**config.mk**
```make
export PLATFORM = sky130hd
export DESIGN_NAME = tdes_key_sequencer
export DESIGN_NICKNAME = d
export VERILOG_FILES = /design/src/rtl/tdes_seq_pkg.sv /design/src/rtl/tseq_round_ctr.sv /design/src/rtl/tseq_key_sel.sv /design/src/rtl/tseq_strobes.sv /design/src/rtl/tdes_key_sequencer.sv
export SDC_FILE = /design/constraint.sdc
export NUM_CORES = 1
export LEC_CHECK = 0
export ABC_AREA = 0
export CAP_MARGIN = 20
export CORE_MARGIN = 10
export CORE_UTILIZATION = 30
export CTS_BUF_LIST = sky130_fd_sc_hd__clkbuf_8
export DETAILED_ROUTE_END_ITERATION = 10
export DONT_BUFFER_PORTS = 1
export SLEW_MARGIN = 15
export SYNTH_ARGS = -nofsm -noshare
export SYNTH_HDL_FRONTEND = slang
export SYNTH_HIERARCHICAL = 1
export SYNTH_SLANG_ARGS = --single-unit
```
**constraint.sdc**
```tcl
create_clock -name clk -period 2.35 [get_ports clk]
set_input_delay 0.1175 -clock clk [delete_from_list [all_inputs] [get_ports clk]]
set_output_delay 0.1175 -clock clk [all_outputs]
set_load 0.05 [all_outputs]
```
**src/rtl/tdes_seq_pkg.sv**
```systemverilog
`timescale 1ns/1ps
// Shared types and helpers for the Triple-DES round sequencer.
// Assumes at most four passes so that a 2-bit key code is enough.
package tdes_seq_pkg;

    localparam int KSEL_W = 2;

    typedef logic [KSEL_W-1:0] ksel_t;

    // One operation per cycle, in priority order: clear, advance, hold
    typedef enum logic [1:0] {
        SEQ_HOLD    = 2'd0,
        SEQ_ADVANCE = 2'd1,
        SEQ_CLEAR   = 2'd2
    } seq_op_e;

    // Sub-key code used in a given pass: forward order when encrypting, reversed when decrypting
    function automatic ksel_t pass_key_code(input int pass_idx, input int passes, input logic encrypt);
        int code;
        code = encrypt ? pass_idx : (passes - 1 - pass_idx);
        return ksel_t'(code);
    endfunction

endpackage

```
**src/rtl/tseq_round_ctr.sv**
```systemverilog
`timescale 1ns/1ps
// Wrapping round counter over all passes of one block.
// Also gives the count one and two steps ahead, for lookahead decoders.
// Assumes TOTAL >= 3.
module tseq_round_ctr
    import tdes_seq_pkg::*;
#(
    parameter  int TOTAL = 48,
    localparam int CW    = $clog2(TOTAL)
) (
    input  logic          clk,
    input  logic          rst_n,
    input  seq_op_e       op,
    output logic [CW-1:0] cnt_o,
    output logic [CW-1:0] cnt_p1_o,
    output logic [CW-1:0] cnt_p2_o,
    output logic          last_o
);

    localparam logic [CW-1:0] LAST = CW'(TOTAL - 1);

    logic [CW-1:0] cnt_q;

    // Modulo-TOTAL increment
    function automatic logic [CW-1:0] wrap_inc(input logic [CW-1:0] v);
        return (v == LAST) ? '0 : v + CW'(1);
    endfunction

    // Count register: clear wins over advance; otherwise hold
    always_ff @(posedge clk) begin
        if (!rst_n) begin
            cnt_q <= '0;
        end else begin
            case (op)
                SEQ_CLEAR:   cnt_q <= '0;
                SEQ_ADVANCE: cnt_q <= wrap_inc(cnt_q);
                default:     cnt_q <= cnt_q;
            endcase
        end
    end

    // Lookahead values for the key-select decoder
    always_comb begin
        cnt_p1_o = wrap_inc(cnt_q);
        cnt_p2_o = wrap_inc(cnt_p1_o);
    end

    assign cnt_o  = cnt_q;
    assign last_o = (cnt_q == LAST);

    p_step_r2: assert property (@(posedge clk) disable iff (!rst_n)
        (op == SEQ_ADVANCE && !last_o) |=> (cnt_q == $past(cnt_q) + CW'(1)));

    p_wrap_r2: assert property (@(posedge clk) disable iff (!rst_n)
        (op == SEQ_ADVANCE && last_o) |=> (cnt_q == '0));

    p_hold_r7: assert property (@(posedge clk) disable iff (!rst_n)
        (op == SEQ_HOLD) |=> $stable(cnt_q));

    p_clear_r8: assert property (@(posedge clk) disable iff (!rst_n)
        (op == SEQ_CLEAR) |=> (cnt_q == '0));

endmodule

```
**src/rtl/tseq_key_sel.sv**
```systemverilog
`timescale 1ns/1ps
// Registered key-select. Advancing into count n loads the code for the
// pass of count n+1, so the select leads sub-key use by one cycle.
// At count 0 while paused, it refreshes from the direction input.
// Assumes the direction input is steady for the whole block.
module tseq_key_sel
    import tdes_seq_pkg::*;
#(
    parameter  int ROUNDS = 16,
    parameter  int PASSES = 3,
    localparam int TOTAL  = ROUNDS * PASSES,
    localparam int CW     = $clog2(TOTAL)
) (
    input  logic          clk,
    input  logic          rst_n,
    input  seq_op_e       op,
    input  logic          enc,
    input  logic [CW-1:0] cnt,
    input  logic [CW-1:0] cnt_p2,
    output ksel_t         ksel_o
);

    ksel_t ksel_q;
    ksel_t start_code;
    ksel_t ahead_code;

    // Codes for the first pass and for the pass two counts ahead
    always_comb begin
        start_code = pass_key_code(0, PASSES, enc);
        ahead_code = pass_key_code(int'(cnt_p2) / ROUNDS, PASSES, enc);
    end

    // Select register: reset/clear to start code, advance loads lookahead, idle-at-zero refreshes
    always_ff @(posedge clk) begin
        if (!rst_n) begin
            ksel_q <= start_code;
        end else begin
            case (op)
                SEQ_CLEAR:   ksel_q <= start_code;
                SEQ_ADVANCE: ksel_q <= ahead_code;
                default:     ksel_q <= (cnt == '0) ? start_code : ksel_q;
            endcase
        end
    end

    assign ksel_o = ksel_q;

    p_pause_hold_r7: assert property (@(posedge clk) disable iff (!rst_n)
        (op == SEQ_HOLD && cnt != '0) |=> $stable(ksel_q));

    p_clear_code_r8: assert property (@(posedge clk) disable iff (!rst_n)
        (op == SEQ_CLEAR) |=> (ksel_q == pass_key_code(0, PASSES, $past(enc))));

    p_code_legal_r3: assert property (@(posedge clk) disable iff (!rst_n)
        (int'(ksel_q) < PASSES));

endmodule

```
**src/rtl/tseq_strobes.sv**
```systemverilog
`timescale 1ns/1ps
// Decodes the count into round and pass indices, the per-pass key-load
// strobe and the end-of-block valid strobe. Both strobes need an
// advancing cycle. Assumes ROUNDS and PASSES fit the output widths.
module tseq_strobes #(
    parameter  int ROUNDS = 16,
    parameter  int PASSES = 3,
    localparam int TOTAL  = ROUNDS * PASSES,
    localparam int CW     = $clog2(TOTAL),
    localparam int RW     = $clog2(ROUNDS),
    localparam int PW     = (PASSES > 1) ? $clog2(PASSES) : 1
) (
    input  logic          clk,
    input  logic          rst_n,
    input  logic          active,
    input  logic [CW-1:0] cnt,
    input  logic          last,
    output logic [RW-1:0] round_o,
    output logic [PW-1:0] pass_o,
    output logic          load_o,
    output logic          valid_o
);

    logic [PASSES-1:0] at_start;

    // One comparator per pass boundary
    for (genvar p = 0; p < PASSES; p++) begin : g_pass_start
        assign at_start[p] = (cnt == CW'(p * ROUNDS));
    end

    // Index decode of the current count
    always_comb begin
        round_o = RW'(int'(cnt) % ROUNDS);
        pass_o  = PW'(int'(cnt) / ROUNDS);
    end

    // Strobes need an advancing cycle
    always_comb begin
        load_o  = active && (|at_start);
        valid_o = active && last;
    end

    p_start_onehot_r6: assert property (@(posedge clk) disable iff (!rst_n)
        $onehot0(at_start));

    p_load_round0_r6: assert property (@(posedge clk) disable iff (!rst_n)
        load_o |-> (round_o == '0));

    p_valid_once_r5: assert property (@(posedge clk) disable iff (!rst_n)
        valid_o |=> !valid_o);

endmodule

```
**src/rtl/tdes_key_sequencer.sv**
```systemverilog
`timescale 1ns/1ps
// Iteration sequencer for a three-pass Triple DES engine.
// Turns enable/clear into one operation per cycle, counts rounds,
// and drives the key-select lookahead and the round strobes.
// Assumes enc_i is steady for a block; a change takes effect at count 0.
module tdes_key_sequencer
    import tdes_seq_pkg::*;
#(
    parameter  int ROUNDS = 16,
    parameter  int PASSES = 3,
    localparam int TOTAL  = ROUNDS * PASSES,
    localparam int CW     = $clog2(TOTAL),
    localparam int RW     = $clog2(ROUNDS),
    localparam int PW     = (PASSES > 1) ? $clog2(PASSES) : 1
) (
    input  logic              clk,
    input  logic              rst_n,
    input  logic              adv_en_i,
    input  logic              clr_i,
    input  logic              enc_i,
    output logic [RW-1:0]     round_o,
    output logic [PW-1:0]     pass_o,
    output logic              key_load_o,
    output logic [KSEL_W-1:0] key_sel_o,
    output logic              valid_o
);

    seq_op_e       op;
    logic [CW-1:0] cnt;
    logic [CW-1:0] cnt_p1;
    logic [CW-1:0] cnt_p2;
    logic          last;
    ksel_t         ksel;

    // Operation select: clear has priority over advance
    always_comb begin
        if (clr_i)         op = SEQ_CLEAR;
        else if (adv_en_i) op = SEQ_ADVANCE;
        else               op = SEQ_HOLD;
    end

    tseq_round_ctr #(.TOTAL(TOTAL)) u_ctr (
        .clk      (clk),
        .rst_n    (rst_n),
        .op       (op),
        .cnt_o    (cnt),
        .cnt_p1_o (cnt_p1),
        .cnt_p2_o (cnt_p2),
        .last_o   (last)
    );

    tseq_key_sel #(.ROUNDS(ROUNDS), .PASSES(PASSES)) u_ksel (
        .clk    (clk),
        .rst_n  (rst_n),
        .op     (op),
        .enc    (enc_i),
        .cnt    (cnt),
        .cnt_p2 (cnt_p2),
        .ksel_o (ksel)
    );

    tseq_strobes #(.ROUNDS(ROUNDS), .PASSES(PASSES)) u_strb (
        .clk     (clk),
        .rst_n   (rst_n),
        .active  (op == SEQ_ADVANCE),
        .cnt     (cnt),
        .last    (last),
        .round_o (round_o),
        .pass_o  (pass_o),
        .load_o  (key_load_o),
        .valid_o (valid_o)
    );

    assign key_sel_o = ksel;

    // At each pass load, the select already names that pass's sub-key
    p_load_key_r9: assert property (@(posedge clk) disable iff (!rst_n)
        (key_load_o && $stable(enc_i)) |-> (key_sel_o == pass_key_code(int'(pass_o), PASSES, enc_i)));

    // The select does not move across the edge into a pass load
    p_slack_r9: assert property (@(posedge clk) disable iff (!rst_n)
        (op == SEQ_ADVANCE && round_o == RW'(ROUNDS - 1) && cnt_p1 != '0) |=> $stable(key_sel_o));

    p_reset_r1: assert property (@(posedge clk)
        !rst_n |=> (round_o == '0 && pass_o == '0));

endmodule

```
Yosys cells after proc, flatten, opt, wreduce, memory -nomap -nowiden --
Cells that the tools add are included.
Cells by class: magnitude comparators 0, shift operators 0, eq/ne operators 7, mux-type cells 10, bitwise logic cells 0, $add $sub $neg 3, reductions and logical operators 5, divide/modulo/power cells 0, multipliers 0
Operators by type and width (count):
- $eq A6 B6 Y1 const B | 3
- $add A6 B1 Y6 const B | 2
- $mux W6 | 2
- $pmux W6 S2 | 1
- $mux W2 | 5
- $eq A6 B5 Y1 const B | 1
- $logic_not A6 Y1 | 1
- $ne A4 B1 Y1 const B | 1
- $pmux W2 S2 | 1
- $reduce_or A3 Y1 | 1
- $eq A2 B1 Y1 const B | 1
- $eq A2 B2 Y1 const B | 1
- $logic_and A1 B1 Y1 | 2
- $reduce_bool A2 Y1 | 1
- $sub A2 B2 Y2 const A | 1
- $mux W1 | 1
Storage, ports and cells: memories kept 0, output and inout port bits 10, register bits after elaboration 8, RAM bits 0, memory bits (read-only) 0, latch bits 0

Longest topological paths before layout --
depth after elaboration 8, gate-level depth with buffers 10

By module --
Netlist, hierarchy kept.
Modules (own cells, without submodules):
- tseq_round_ctr | times used 1, seq. area each 120.1 um^2, cells each 59, area an instance 483.0 um^2
- tseq_key_sel | times used 1, seq. area each 60.1 um^2, cells each 12, area an instance 118.9 um^2
- tseq_strobes | times used 1, seq. area each 0.0 um^2, cells each 9, area an instance 75.1 um^2
- tdes_key_sequencer | times used 1, seq. area each 0.0 um^2, cells each 1, area an instance 13.8 um^2

Least setup slack after synthesis --
Ideal clock, no wire load.
path type register to register, start point reg u_ctr.cnt_q[0], in the netlist u_ctr/cnt_o[0], end point reg u_ksel.ksel_q[1], in the netlist u_ksel/ksel_o[1] (data pin), path buffers 0, arrival time 2.012 ns, setup time 0.261 ns, setup slack 0.078 ns, cell stages (with the launch flop) 10, cells stage by stage dfxtp_1 -> ha_1 -> nand3_2 -> nor3b_4 -> or3_4 -> inv_2 -> o41ai_1 -> nor2_1 -> nor2_1 -> o22ai_1
On the way: longest elaborated chain between the ends 8, elaborated cells on any way between the ends 10, classes of those cells add/sub (3); eq/ne (2); mux (5)
RTL lines:
- start, declared | line tseq_round_ctr.sv:22 | logic [CW-1:0] cnt_q;
- start signal, assigned | line tseq_round_ctr.sv:36 | SEQ_ADVANCE: cnt_q <= wrap_inc(cnt_q);
- start signal, assigned | line tseq_round_ctr.sv:37 | default: cnt_q <= cnt_q;
- $eq A6 B6 Y1
- named net last | line tdes_key_sequencer.sv:32 | logic last;
- $mux W6 | line tseq_round_ctr.sv:26 | return (v == LAST) ? '0 : v + CW'(1);
- named net cnt_p1[5] | line tdes_key_sequencer.sv:30 | logic [CW-1:0] cnt_p1;
- $eq A6 B6 Y1 | line tseq_round_ctr.sv:26
- $mux W6 | line tseq_round_ctr.sv:26
- named net cnt_p2[4] | line tdes_key_sequencer.sv:31 | logic [CW-1:0] cnt_p2;
- $sub A2 B2 Y2 | line tdes_seq_pkg.sv:20 | code = encrypt ? pass_idx : (passes - 1 - pass_idx);
- $mux W2 | line tdes_seq_pkg.sv:20
- $pmux W2 S2 | line tseq_key_sel.sv:38 | case (op)
- $mux W2 | line tseq_key_sel.sv:35 | if (!rst_n) begin
- end signal, assigned | line tseq_key_sel.sv:36 | ksel_q <= start_code;
- end signal, assigned | line tseq_key_sel.sv:39 | SEQ_CLEAR: ksel_q <= start_code;
- end signal, assigned | line tseq_key_sel.sv:40 | SEQ_ADVANCE: ksel_q <= ahead_code;
- end, declared | line tseq_key_sel.sv:23 | ksel_t ksel_q;
The timed path passes the listed nets, and every way through them passes these cells. A chain may end at the register's enable or synchronous reset.

Worst setup path in the final report --
start point reg u_ctr.cnt_q[0], in the netlist u_ctr/cnt_o[0], end point reg u_ksel.ksel_q[1], in the netlist u_ksel/ksel_o[1] (data pin)
On the way: longest elaborated chain between the ends 8, elaborated cells on any way between the ends 10, classes of those cells add/sub (3); eq/ne (2); mux (5)
RTL lines (line):
- $add A6 B1 Y6 / $eq A6 B6 Y1 (equally long branches) | tseq_round_ctr.sv:26
- $mux W6 (*) | tseq_round_ctr.sv:26
- named net cnt_p1[5] | tdes_key_sequencer.sv:30
- $add A6 B1 Y6 / $eq A6 B6 Y1 (equally long branches) | tseq_round_ctr.sv:26
- $mux W6 (*) | tseq_round_ctr.sv:26
- named net cnt_p2[5] | tdes_key_sequencer.sv:31
- $sub A2 B2 Y2 | tdes_seq_pkg.sv:20
- $mux W2 (*) | tdes_seq_pkg.sv:20
- $pmux W2 S2 (*) | tseq_key_sel.sv:38
- $mux W2 (*) | tseq_key_sel.sv:35
Mark *: on every way through the listed nets, which the timed path passes. The rest lies on a longest branch.

==> run metrics <==
wire per inst=14.6 um; initial core utilization=0.325; Detailed Place HPWL=1.26 mm; vias in the first global route=561; ANT nets after route=0; post-layout util=0.381; first-pass GRT wire length=2.62 mm; Max clock buf depth=2; n_diodes=0; RSZ-0062 raised after global routing=no; max_slew headroom=0.696; Syn Area/Cell=8.64 um^2; Layout Skew=0.00452 ns; fin cells=109; CP Class=flop to flop; Post-Syn Area=657 um^2; GRT overflow=0; DP Worst Slack=0.173 ns; TritonCTS clock tree=built; Cells after DPL=105; Layout Area Growth over Synthesis=17.3%; largest net degree at the start of global routing=11; Gate power share=0.086; synth warn=6; CORE AREA=2020 um^2; DR vias/cell=5.02; crit start category=flop; worst-skew pair later-pin latency=0.23 ns; Tcrit/Tclk final=0.872; final worst slack=0.300 ns; clk sinks=8; Mapped Cells=76; GRT Util Overall=0.0760; CP max FO=8; syn_nets=84; DRC viols=0; nets=91; chip width=66.8 um; Tightest Hold Check Type=primary input to flop; sequential power share=0.430; antenna violations before repair=0; CP required=2.32 ns; CTS Hold Bufs=0; Initial DRT Pass Iterations=4; die height=66.8 um; final hold vios=0; min-delay src=rst_n; WHS=0.0234 ns; number of DRC markers in iteration 0=15; worst IR drop on VDD=268 uV; status=completed; CTS root buf=clkbuf_8; layout cell share with drive strength beyond 1=0.232; Pleak=0.000322 uW; Sw Ratio=0.222; P_int=268 uW; Final min period=2.05 ns; Worst Setup SP=u_ctr/cnt_o[0]; Arr. time, crit path=2.02 ns; P_sw=76.4 uW; Final setup viols=0; cts bufs inserted=3; Top Ports=15; max-cap viol count=0; Least-Margin Pin Slew=0.448 ns; Clk pwr share=0.484; gpl congestion=0.783; CP endpoint kind=flop; Setup TNS Final=0 ns; Pwr Density=447 nW/um^2; die area=4460 um^2; FP Rows=16; H-tree depth=1; IO buf count=0; Total Wirelength=1.60 mm; Highest Clock Rate=0.488 GHz; reg2reg start=u_ctr/cnt_o[0]; max-slew violations=0; clock input transition at the sequential cells of the worst setup and hold paths=0.04 ns; routed vias=547
==> power by group through the flow <==
stage / Sequential (uW) / Clock (uW) / Combinational (uW)
2_1_floorplan: 151 / 0 / 23.0
3_3_place_gp: 151 / 0 / 28.8
3_5_place_dp: 151 / 0 / 29.4
4_1_cts: 148 / 174 / 29.4
5_1_grt: 148 / 184 / 32.1
6_report: 148 / 167 / 29.5
==> area by class of cell <==
type                       instances  area, um^2
clock buffer                       3        41.3
clock inverter                     1        3.75
fill                             216        1250
inverter                           6        22.5
multi-input combinational         55         409
sequential                         8         180
tap                               27        33.8
timing repair buffer               9        80.1
==> worst paths after layout <==
path | end | slack [ns] | cells after the start
worst max-delay path | u_ksel/ksel_o[1] | 0.30 | 10
worst min-delay path | u_ctr/cnt_o[3] | 0.02 | 1
worst max register to register | u_ksel/ksel_o[1] | 0.30 | 10
worst min register to register | u_ctr/cnt_o[2] | 0.60 | 2
==> state kept, by name, indices dropped and copies added, names as in the netlist <==
| name | flops |
|---|---|
| u_ctr/cnt_o | 6 |
| u_ksel/ksel_o | 2 |
==> per-stage QoR <==
step	power, uW	instance area [um^2]
2_1_floorplan	174	657
3_3_place_gp	179	718
3_5_place_dp	180	718
4_1_cts	352	763
5_1_grt	364	771
6_report	345	771
==> what timing repair did <==
item | 4_1_cts | 5_1_grt
endpoints found under the hold margin | 0 | 0
buffers inserted | 0 | 0
endpoints found under the setup margin | 0 | 1
resized for setup | 0 | 1
==> per-layer routing <==
metal,up-vias,track usage,part of all wire
met5,-,0,0
met4,0,0.0262,0
met3,0,0.0518,0.12
met2,19,0.118,0.46
met1,249,0.0794,0.42
li1,279,-,-
==> cell usage in the layout, fill, tap and decap left out, types with 2 or more instances in the layout <==
master	count
a22oi_1	5
o22ai_1	2
o21ai_0	2
dfxtp_1	6
nand3_1	6
a21oi_1	2
buf_4	8
nor2_1	7
nor2b_1	7
clkbuf_8	3
edfxtp_1	2
mux2i_1	2
xor2_1	2
inv_1	6
ha_1	3
==> worst max-delay path, cell delays in order (launching register included) <==
cell	delay, ns
dfxtp_1	0.32
buf_4	0.24
nand3_1	0.12
mux2i_1	0.15
or3_4	0.39
inv_2	0.08
a21oi_1	0.06
o22ai_1	0.19
nor2_1	0.06
nor2_1	0.09
o22ai_1	0.09
(Power assumes the default switching activity.)
